[config.mk]
export PLATFORM = sky130hd
export DESIGN_NAME = tcam_lookup
export DESIGN_NICKNAME = d
export VERILOG_FILES = /design/src/rtl/tcam_pkg.sv /design/src/rtl/tcam_store.sv /design/src/rtl/tcam_compare.sv /design/src/rtl/tcam_priority.sv /design/src/rtl/tcam_lookup.sv
export SDC_FILE = /design/constraint.sdc
export NUM_CORES = 1
export LEC_CHECK = 0
export ABC_CLOCK_PERIOD_IN_PS = 11230
export BUFFER_PORTS_ARGS = -buffer_cell sky130_fd_sc_hd__clkbuf_2
export CAP_MARGIN = 20
export CORE_ASPECT_RATIO = 1.75
export CORE_MARGIN = 2
export CORE_UTILIZATION = 30
export DETAILED_ROUTE_END_ITERATION = 16
export PLACE_DENSITY_LB_ADDON = 0.25
export SETUP_SLACK_MARGIN = 0.02
export SLEW_MARGIN = 25
export SYNTH_ARGS = -nofsm -noshare
export SYNTH_HDL_FRONTEND = slang
export SYNTH_SLANG_ARGS = --single-unit
[constraint.sdc]
create_clock -name clk -period 11.23 [get_ports clk]
set_input_delay 2.246 -clock clk [delete_from_list [all_inputs] [get_ports clk]]
set_output_delay 2.246 -clock clk [all_outputs]
set_load 0.02 [all_outputs]
[src/rtl/tcam_pkg.sv]
package tcam_pkg;
  localparam int DEF_SLOTS = 16;
  localparam int DEF_KEY_W = 32;
  localparam int DEF_RES_W = 8;
endpackage

[src/rtl/tcam_store.sv]
module tcam_store #(
  parameter int SLOTS = tcam_pkg::DEF_SLOTS,
  parameter int KEY_W = tcam_pkg::DEF_KEY_W,
  parameter int RES_W = tcam_pkg::DEF_RES_W,
  localparam int IDX_W = (SLOTS > 1) ? $clog2(SLOTS) : 1
) (
  input  logic                         clk,
  input  logic                         rst,
  input  logic                         wr_en,
  input  logic                         wr_keep,
  input  logic [IDX_W-1:0]             wr_idx,
  input  logic [KEY_W-1:0]             wr_value,
  input  logic [KEY_W-1:0]             wr_care,
  input  logic [RES_W-1:0]             wr_result,
  output logic [SLOTS-1:0]             slot_live,
  output logic [SLOTS-1:0][KEY_W-1:0]  slot_value,
  output logic [SLOTS-1:0][KEY_W-1:0]  slot_care,
  output logic [SLOTS-1:0][RES_W-1:0]  slot_result
);
  always_ff @(posedge clk) begin
    if (rst) begin
      slot_live <= '0;
    end else if (wr_en && (int'(wr_idx) < SLOTS)) begin
      slot_live[wr_idx] <= wr_keep;
    end
  end

  always_ff @(posedge clk) begin
    if (wr_en && (int'(wr_idx) < SLOTS)) begin
      slot_value[wr_idx]  <= wr_value;
      slot_care[wr_idx]   <= wr_care;
      slot_result[wr_idx] <= wr_result;
    end
  end

  AST_CLEAR_DROPS_SLOT: assert property (@(posedge clk) disable iff (rst)
    (wr_en && !wr_keep && (int'(wr_idx) < SLOTS)) |=> !slot_live[$past(wr_idx)]);
endmodule

[src/rtl/tcam_compare.sv]
module tcam_compare #(
  parameter int SLOTS = tcam_pkg::DEF_SLOTS,
  parameter int KEY_W = tcam_pkg::DEF_KEY_W
) (
  input  logic [SLOTS-1:0]             slot_live,
  input  logic [SLOTS-1:0][KEY_W-1:0]  slot_value,
  input  logic [SLOTS-1:0][KEY_W-1:0]  slot_care,
  input  logic [KEY_W-1:0]             key,
  input  logic [KEY_W-1:0]             key_care,
  output logic [SLOTS-1:0]             hits
);
  for (genvar g = 0; g < SLOTS; g++) begin : g_line
    logic [KEY_W-1:0] diff;
    assign diff    = (slot_value[g] ^ key) & slot_care[g] & key_care;
    assign hits[g] = slot_live[g] && (diff == '0);
  end
endmodule

[src/rtl/tcam_priority.sv]
module tcam_priority #(
  parameter int SLOTS = tcam_pkg::DEF_SLOTS,
  localparam int IDX_W = (SLOTS > 1) ? $clog2(SLOTS) : 1
) (
  input  logic [SLOTS-1:0] hits,
  output logic             found,
  output logic [IDX_W-1:0] win
);
  always_comb begin
    win = '0;
    for (int i = SLOTS - 1; i >= 0; i--) begin
      if (hits[i]) win = IDX_W'(i);
    end
    found = |hits;
  end
endmodule

[src/rtl/tcam_lookup.sv]
module tcam_lookup #(
  parameter int SLOTS = tcam_pkg::DEF_SLOTS,
  parameter int KEY_W = tcam_pkg::DEF_KEY_W,
  parameter int RES_W = tcam_pkg::DEF_RES_W,
  localparam int IDX_W = (SLOTS > 1) ? $clog2(SLOTS) : 1
) (
  input  logic             clk,
  input  logic             rst,
  input  logic             wr_en,
  input  logic             wr_keep,
  input  logic [IDX_W-1:0] wr_idx,
  input  logic [KEY_W-1:0] wr_value,
  input  logic [KEY_W-1:0] wr_care,
  input  logic [RES_W-1:0] wr_result,
  input  logic             srch_en,
  input  logic [KEY_W-1:0] srch_key,
  input  logic [KEY_W-1:0] srch_care,
  output logic             rsp_valid,
  output logic             rsp_hit,
  output logic [IDX_W-1:0] rsp_idx,
  output logic [RES_W-1:0] rsp_result,
  output logic [SLOTS-1:0] rsp_matches
);
  logic [SLOTS-1:0]             slot_live;
  logic [SLOTS-1:0][KEY_W-1:0]  slot_value;
  logic [SLOTS-1:0][KEY_W-1:0]  slot_care;
  logic [SLOTS-1:0][RES_W-1:0]  slot_result;
  logic [SLOTS-1:0]             hits;
  logic                         found;
  logic [IDX_W-1:0]             win;

  tcam_store #(.SLOTS(SLOTS), .KEY_W(KEY_W), .RES_W(RES_W)) u_store (
    .clk(clk), .rst(rst), .wr_en(wr_en), .wr_keep(wr_keep), .wr_idx(wr_idx),
    .wr_value(wr_value), .wr_care(wr_care), .wr_result(wr_result),
    .slot_live(slot_live), .slot_value(slot_value), .slot_care(slot_care),
    .slot_result(slot_result)
  );

  tcam_compare #(.SLOTS(SLOTS), .KEY_W(KEY_W)) u_cmp (
    .slot_live(slot_live), .slot_value(slot_value), .slot_care(slot_care),
    .key(srch_key), .key_care(srch_care), .hits(hits)
  );

  tcam_priority #(.SLOTS(SLOTS)) u_prio (
    .hits(hits), .found(found), .win(win)
  );

  always_ff @(posedge clk) begin
    if (rst) begin
      rsp_valid   <= 1'b0;
      rsp_hit     <= 1'b0;
      rsp_idx     <= '0;
      rsp_result  <= '0;
      rsp_matches <= '0;
    end else begin
      rsp_valid   <= srch_en;
      rsp_hit     <= srch_en && found;
      rsp_idx     <= (srch_en && found) ? win : '0;
      rsp_result  <= (srch_en && found) ? slot_result[win] : '0;
      rsp_matches <= srch_en ? hits : '0;
    end
  end

  AST_HIT_AGREES_VECTOR: assert property (@(posedge clk) disable iff (rst)
    rsp_hit == (rsp_matches != '0));
  AST_WINNER_IS_LOWEST: assert property (@(posedge clk) disable iff (rst)
    rsp_hit |-> (rsp_matches[rsp_idx] &&
      ((rsp_matches & ((SLOTS'(1) << rsp_idx) - SLOTS'(1))) == '0)));
  AST_MISS_IS_ZERO: assert property (@(posedge clk) disable iff (rst)
    !rsp_hit |-> (rsp_idx == '0 && rsp_result == '0));
  AST_IDLE_QUIET: assert property (@(posedge clk) disable iff (rst)
    !rsp_valid |-> (rsp_matches == '0 && !rsp_hit));
  AST_DEAD_SLOT_SILENT: assert property (@(posedge clk) disable iff (rst)
    1'b1 |=> ((rsp_matches & ~$past(slot_live)) == '0));
endmodule

==> results of run 1 <==
## flip-flops by register name (all words and copies together) (netlist names)
name	cells
rsp_hit	1
rsp_idx	4
rsp_matches	16
rsp_result	8
rsp_valid	1
u_store.slot_care	512
u_store.slot_live	16
u_store.slot_result	128
u_store.slot_value	512
## metrics by stage
stage               setup slack, ps  power (mW)  instances  hold slack [ps]
floorplan                      2740        5.34       2942              450
detailed placement             3480        5.68       5050              466
global route                   3960        9.52       5251              500
finish                         4050        9.29       5257              480
CTS                            4220        9.35       5246              475
global placement               3640        5.68       5049              461
## layout make-up
type	count	area, um2	share of cell area, %
timing repair buffer	226	1280	2.40
antenna	11	27.5	0.0515
inverter	24	90.1	0.169
multi-input combinational	1576	10600	19.8
clock buffer	141	2880	5.38
clock inverter	55	526	0.983
sequential	1198	35500	66.4
tap	2026	2530	4.74
## synthesized netlist by cell type, types with 32 or more instances
| cell type | n |
|---|---|
| sky130_fd_sc_hd__edfxtp_1 | 1152 |
| sky130_fd_sc_hd__xor2_1 | 411 |
| sky130_fd_sc_hd__nand3_1 | 381 |
| sky130_fd_sc_hd__nand2_1 | 162 |
| sky130_fd_sc_hd__clkbuf_1 | 107 |
| sky130_fd_sc_hd__xnor2_1 | 100 |
| sky130_fd_sc_hd__nand4_1 | 89 |
| sky130_fd_sc_hd__nor2_1 | 72 |
| sky130_fd_sc_hd__o22ai_1 | 60 |
| sky130_fd_sc_hd__dfxtp_1 | 46 |
| sky130_fd_sc_hd__o21ai_0 | 37 |
| sky130_fd_sc_hd__mux2i_1 | 34 |
| sky130_fd_sc_hd__nor4_1 | 32 |
## final timing paths
path                                      from                           endpoint  depth (start not counted)
min          u_store.slot_live[3]$_SDFFE_PP0P_  u_store.slot_live[3]$_SDFFE_PP0P_                          2
max                               srch_key[23]           rsp_result[3]$_SDFF_PP0_                         13
max reg2reg  u_store.slot_value[466]$_DFFE_PP_           rsp_result[3]$_SDFF_PP0_                         12
min reg2reg  u_store.slot_live[3]$_SDFFE_PP0P_  u_store.slot_live[3]$_SDFFE_PP0P_                          2
## per-layer routing
| layer | wire length [um] | GRT usage [%] |
|---|---|---|
| met4 | 13900 | 15.3 |
| met3 | 9750 | 3.80 |
| met2 | 89000 | 37.6 |
| met5 | 150 | 0 |
| met1 | 62300 | 23.8 |
## worst register-to-register path: cells and delay by family, from the launching register on
family | cells | cell delay (ps)
AND/OR/NAND/NOR | 4 | 2280
AO/OA/AOI/OAI | 5 | 1720
buffers and inverters | 1 | 540
flip-flops | 1 | 390
multiplexers | 1 | 300
XOR/XNOR | 1 | 150
## where the power goes
group / leakage, nW / switching, mW / internal (mW)
clock network: 1.68 / 1.69 / 2.01
registers: 10.8 / 0.0262 / 4.98
logic: 5.20 / 0.444 / 0.127
## placed cells by master (no fill, tap or decap), types with 7 or more instances in the layout
cell / count
sky130_fd_sc_hd__and2_1: 10
sky130_fd_sc_hd__clkbuf_16: 109
sky130_fd_sc_hd__buf_4: 51
sky130_fd_sc_hd__nand2_1: 162
sky130_fd_sc_hd__clkinv_1: 19
sky130_fd_sc_hd__nor3_1: 11
sky130_fd_sc_hd__a31oi_1: 8
sky130_fd_sc_hd__a32o_1: 14
sky130_fd_sc_hd__dfxtp_1: 46
sky130_fd_sc_hd__clkbuf_1: 29
sky130_fd_sc_hd__o22ai_1: 60
sky130_fd_sc_hd__nor2_4: 12
sky130_fd_sc_hd__a2111oi_0: 7
sky130_fd_sc_hd__diode_2: 11
sky130_fd_sc_hd__xor2_1: 411
sky130_fd_sc_hd__a32oi_1: 7
sky130_fd_sc_hd__nand4_1: 89
sky130_fd_sc_hd__nor2_1: 59
sky130_fd_sc_hd__and3_1: 18
sky130_fd_sc_hd__edfxtp_1: 1152
sky130_fd_sc_hd__nor4_1: 30
sky130_fd_sc_hd__or4_1: 17
sky130_fd_sc_hd__bufinv_16: 9
sky130_fd_sc_hd__nand3_1: 381
sky130_fd_sc_hd__clkbuf_2: 174
sky130_fd_sc_hd__clkinv_2: 20
sky130_fd_sc_hd__inv_1: 24
sky130_fd_sc_hd__a21oi_1: 15
sky130_fd_sc_hd__mux2i_1: 34
sky130_fd_sc_hd__o21ai_0: 37
sky130_fd_sc_hd__xnor2_1: 100
## logic make-up (layout without fill, tap and decap cells)
logic type / Yosys count / count (layout) / share of synthesized area [%]
and+or+nand+nor: 840 / 840 / 9.20
DFF: 1198 / 1198 / 76.1
muxes: 35 / 35 / 0.754
xor gates and xnor gates: 512 / 512 / 9.63
buffers and inverters: 168 / 446 / 1.46
AOI/OAI and AO/OA: 189 / 189 / 2.83
other: 0 / 11 / 0
==> qor.csv, run 1 <==
stage,metric,value,unit
outcome,status,"finished, final reports clean",
die,die outline height,526,um
setup_path,Worst Path Buf+Inv,2,
grt,via count of the first global-routing pass,26200,
yosys,post-synthesis area per instance,15.9,um2
placement,RePlAce Congestion,0.975,
sta,Setup TNS Final,0,ps
sta,fmax,0.139,GHz
setup_path,cell breakdown of the critical path,"clkbuf_2, xnor2_1, o22ai_1, or4_1, or4_1, or4b_4, a311oi_1, nor2_1, o21ai_4, buf_4, mux2i_1, a32o_1, o22ai_1",
detailed_routing,post-detailed-route wirelength per cell,33.3,um
detailed_routing,DRC errors left,0,
clocking,Inserted Clock Buffers,107,
grt,wire length of the first global-routing pass,232000,um
setup_path,setup slack on the worst flop-to-flop path,5750,ps
yosys,fraction of post-synthesis cell area in the top cell type by area,74.1,%
yosys,flip-flop and latch count after synthesis,1198,
clocking,maximum level of the CTS H-tree,3,
cells_and_area,Final nets,3278,
sta,clock skew after layout,38.8,ps
die,total die area,0.159,mm2
detailed_routing,via/cell ratio,5.14,
setup_path,CP arrival,7780,ps
clocking,later-pin clock latency in the skew report,750,ps
setup_path,Top delay family on crit path,simple AND/OR/NAND/NOR gates,
die,count of standard-cell rows,191,
setup_path,CP Max Fanout,30,
power,static leakage,17.7,nW
cells_and_area,layout overhead on the synthesized area,14.6,%
placement,number of I/O port buffers,174,
die,starting density of the core,30.2,%
clocking,Post-CTS Hold Fix Bufs,0,
power,peak supply drop,0.125,mV
clocking,Clock Tree Root,sky130_fd_sc_hd__clkbuf_16,
detailed_routing,number of nets with antenna violations after routing,0,
die,area of the placeable core,0.155,mm2
sta,actual slew at the worst max-slew pin,1190,ps
sta,post-route minimum period,7180,ps
sta,unrepaired setup endpoints after global routing,no,
detailed_routing,count of routing violations after the opening detailed-route iteration,2571,
grt,pin count of the biggest net entering global routing,51,
placement,cell area reported after detailed placement,0.0500,mm2
cells_and_area,filler cell count,14800,
yosys,synthesized cell area,0.0467,mm2
clocking,quantity of gates resized following cts,0,
setup_path,slowest cell on the critical path,sky130_fd_sc_hd__or4_1,
sta,setup violation total in the final timing report,0,
cells_and_area,layout cells sized above 1,12.8,%
worst_hold_path,path category of the worst min-delay check,reg -> reg,
yosys,prevailing post-synth register cell,sky130_fd_sc_hd__edfxtp_1,
cells_and_area,fraction of the core area covered by cells at the end of the flow,34.6,%
power,pwr/cell area,174,mW/mm2
yosys,synth unique cells,68,
yosys,number of synthesized flops with an enable pin,1152,
sta,count of endpoints failing hold in the final timing report,0,
cells_and_area,post-route standard cell area excluding fillers,0.0535,mm2
yosys,sequential cell area fraction in the yosys report,76.1,%
grt,global-route usage over all layers,21.7,%
yosys,Synth Warn #,0,
setup_path,data required time at the worst endpoint,11840,ps
setup_path,critical path start-end classification,in -> reg,
clocking,count of buffers added by post-CTS timing repair for setup,0,
detailed_routing,Final Routed Wirelength,175000,um
setup_path,Critical Path Sink Type,flop,
sta,worst rel slew slack,20.2,%
placement,half-perimeter wire length after detailed placement,119000,um
yosys,syn_nets,3087,
detailed_routing,total vias in the final route,27000,
die,io pins,175,
grt,antenna violations before repair,24,
clocking,number of sinks on the clock net,1198,
yosys,cell count after synthesis,2942,
grt,global route overflow,0,
sta,final-report max-slew violation count,0,
yosys,cells taking the most area after synthesis,"sky130_fd_sc_hd__edfxtp_1 74%, sky130_fd_sc_hd__xor2_1 7.7%, sky130_fd_sc_hd__nand3_1 4.1%",
setup_path,kind of start point of the critical path,input pin,
clocking,maximum buffer depth of the clock tree,3,
clocking,clock-pin slew reported for the worst setup and hold paths after clock tree synthesis,60,ps
clocking,TritonCTS clock tree,built,
job,MaxCap Viol Count,0,
die,floorplan die width,302,um
yosys,biggest area consumer among synthesized cells,sky130_fd_sc_hd__edfxtp_1,
sta,final critical-path share of the clock period,63.9,%
setup_path,maximum single-stage delay on the critical path,810,ps
detailed_routing,number of detailed-routing iterations run before antenna repair,6,
yosys,share of synthesized registers carrying an async set or reset,0,%
Power figures use the tool's default switching activity.
==> run 2: changes to the inputs <==
ABC_CLOCK_PERIOD_IN_PS = 6770   (was 11230)
clock period = 6.77 ns   (was 11.23 ns; I/O delays follow)
==> run 2 against run 1 <==
  * Final area is 1.2% higher
  * Flip-flop and latch count stayed put
  * Non-clock buffer count is 45 higher
  * Via count is 0.28% higher
  * Clock power is 68% higher
  * Critical endpoint is now rsp_result[6]$_SDFF_PP0_
  * Combinational power is 71% higher
  * Clock skew is 0.87 ps higher
  * Sequential share of layout area is 0.80 points lower
  * Wire length is 1.5% higher
  * First-iteration DRC count is 8.9% higher
  * Register-to-register slack worse by 3800 ps
  * Cell count is 1.1% higher
==> qor.csv, run 2 (synthesis gave the netlist of run 1 again) <==
stage,metric,value,unit
worst_hold_path,path category of the worst min-delay check,reg -> reg,
grt,global route overflow,0,
clocking,Clock Tree Root,sky130_fd_sc_hd__clkbuf_16,
cells_and_area,Top Registers,"u_store.slot_care x512, u_store.slot_value x512, u_store.slot_result x128",
placement,half-perimeter wire length after detailed placement,124000,um
outcome,status,"finished, final reports clean",
cells_and_area,layout overhead on the synthesized area,16.0,%
sta,unrepaired setup endpoints after global routing,no,
die,starting density of the core,30.2,%
clocking,number of sinks on the clock net,1198,
sta,WHS,489,ps
sta,Setup TNS Final,0,ps
setup_path,data required time at the worst endpoint,7420,ps
detailed_routing,post-detailed-route wirelength per cell,33.5,um
clocking,maximum level of the CTS H-tree,3,
clocking,maximum buffer depth of the clock tree,3,
setup_path,number of cells on the worst reg-to-reg path,12,
clocking,Post-CTS Hold Fix Bufs,0,
worst_hold_path,Hold Path Stages,2,
cells_and_area,post-route insts no fill,5314,
detailed_routing,total vias in the final route,27100,
sta,final critical-path share of the clock period,79.9,%
clocking,clock-pin slew reported for the worst setup and hold paths after clock tree synthesis,70,ps
sta,worst rel slew slack,29.7,%
clocking,TritonCTS clock tree,built,
power,peak supply drop,0.267,mV
cells_and_area,layout cells sized above 1,14.2,%
cells_and_area,Final nets,3324,
cells_and_area,most used cells in the layout excluding fill and tap cells,"1152 x sky130_fd_sc_hd__edfxtp_1, 411 x sky130_fd_sc_hd__xor2_1, 381 x sky130_fd_sc_hd__nand3_1",
setup_path,Critical Path Sink Type,flop,
sta,clock skew after layout,39.6,ps
grt,pin count of the biggest net entering global routing,74,
grt,wire length of the first global-routing pass,236000,um
detailed_routing,count of routing violations after the opening detailed-route iteration,2800,
die,total die area,0.159,mm2
detailed_routing,DRC errors left,0,
die,floorplan die width,302,um
detailed_routing,number of nets with antenna violations after routing,0,
sta,setup violation total in the final timing report,0,
sta,final-report max-slew violation count,0,
setup_path,critical path start-end classification,in -> reg,
setup_path,CP Max Fanout,18,
power,static leakage,18.0,nW
job,MaxCap Viol Count,0,
placement,number of I/O port buffers,174,
die,die outline height,526,um
die,count of standard-cell rows,191,
placement,cell area reported after detailed placement,0.0505,mm2
placement,total placed cells including tap cells,5095,
clocking,later-pin clock latency in the skew report,760,ps
detailed_routing,via/cell ratio,5.09,
grt,via count of the first global-routing pass,26400,
detailed_routing,Final Routed Wirelength,178000,um
grt,antenna violations before repair,27,
clocking,count of buffers added by post-CTS timing repair for setup,0,
sta,post-route minimum period,5410,ps
cells_and_area,post-route standard cell area excluding fillers,0.0541,mm2
sta,actual slew at the worst max-slew pin,1050,ps
detailed_routing,number of detailed-routing iterations run before antenna repair,5,
die,io pins,175,
cells_and_area,"most common cell after layout, fill and taps aside",sky130_fd_sc_hd__edfxtp_1,
die,area of the placeable core,0.155,mm2
setup_path,CP arrival,6070,ps
sta,fmax,0.185,GHz
placement,RePlAce Congestion,0.946,
grt,global-route usage over all layers,22.1,%
sta,count of endpoints failing hold in the final timing report,0,
clocking,quantity of gates resized following cts,0,
clocking,Inserted Clock Buffers,108,
power,pwr/cell area,287,mW/mm2
setup_path,kind of start point of the critical path,input pin,
cells_and_area,fraction of the core area covered by cells at the end of the flow,35.0,%
-- run 2: cell count changes in the layout (fill, tap and decap cells not counted), moves of 4 or more --
cell	before	now
sky130_fd_sc_hd__clkbuf_8	3	15
sky130_fd_sc_hd__clkbuf_16	109	115
sky130_fd_sc_hd__inv_6	5	1
sky130_fd_sc_hd__nor3_4	0	4
sky130_fd_sc_hd__diode_2	11	17
sky130_fd_sc_hd__clkbuf_1	29	23
sky130_fd_sc_hd__bufinv_16	9	4
sky130_fd_sc_hd__buf_4	51	84
sky130_fd_sc_hd__buf_12	0	12
sky130_fd_sc_hd__nor3_2	5	1
sky130_fd_sc_hd__clkinv_2	20	14
-- run 2: per-stage QoR --
stage          total power, mW  setup slack [ps]
2_1_floorplan             8.86              1230
3_3_place_gp              9.44               829
3_5_place_dp              9.45               766
4_1_cts                   15.6              1510
5_1_grt                   15.9              1280
6_report                  15.5              1360
-- run 2: final timing paths --
kind / end / slack [ps] / startpoint
max: rsp_result[6]$_SDFF_PP0_ / 1360 / srch_key[4]
min: u_store.slot_live[11]$_SDFFE_PP0P_ / 490 / u_store.slot_live[11]$_SDFFE_PP0P_
max reg2reg: rsp_result[2]$_SDFF_PP0_ / 1920 / u_store.slot_value[476]$_DFFE_PP_
min reg2reg: u_store.slot_live[11]$_SDFFE_PP0P_ / 490 / u_store.slot_live[11]$_SDFFE_PP0P_
-- run 2: power breakdown --
group | leakage [nW] | internal [mW] | switching, mW | total, mW
clock network | 1.75 | 3.43 | 2.82 | 6.25
registers | 10.8 | 8.27 | 0.0423 | 8.31
logic | 5.47 | 0.224 | 0.749 | 0.974
total | 18.0 | 11.9 | 3.62 | 15.5
-- run 2: layout make-up --
| cell class | instances | area [um2] |
|---|---|---|
| Antenna cell | 17 | 42.5 |
| Clock buffer | 155 | 3180 |
| Clock inverter | 47 | 385 |
| Fill cell | 14700 | 101000 |
| Inverter | 24 | 90.1 |
| Multi-Input combinational cell | 1576 | 10600 |
| Sequential cell | 1198 | 35500 |
| Tap cell | 2026 | 2530 |
| Timing Repair Buffer | 271 | 1760 |
-- run 2: layer usage --
layer  vias to the layer above  part of all wire [%]  global-route usage [%]  routed length, um
li1                      11600                     -                       -                  -
met1                     14000                    35                    24.2              62500
met2                      1049                    50                    37.8              89400
met3                       347                   5.8                    3.61              10200
met4                        20                   8.8                    17.2              15600
met5                         -                 0.076                       0                136
-- run 2: critical path: stages --
cell                       delay [ps]
sky130_fd_sc_hd__clkbuf_2         690
sky130_fd_sc_hd__xnor2_1          190
sky130_fd_sc_hd__o22ai_1          240
sky130_fd_sc_hd__or4_1            520
sky130_fd_sc_hd__or4_1            470
sky130_fd_sc_hd__nor4b_1          660
sky130_fd_sc_hd__nor2_1           220
sky130_fd_sc_hd__a221oi_2         350
sky130_fd_sc_hd__buf_4            300
sky130_fd_sc_hd__nor3b_1          400
sky130_fd_sc_hd__buf_4            230
sky130_fd_sc_hd__a211o_1          120
sky130_fd_sc_hd__o22ai_1           90
sky130_fd_sc_hd__a22o_1           200
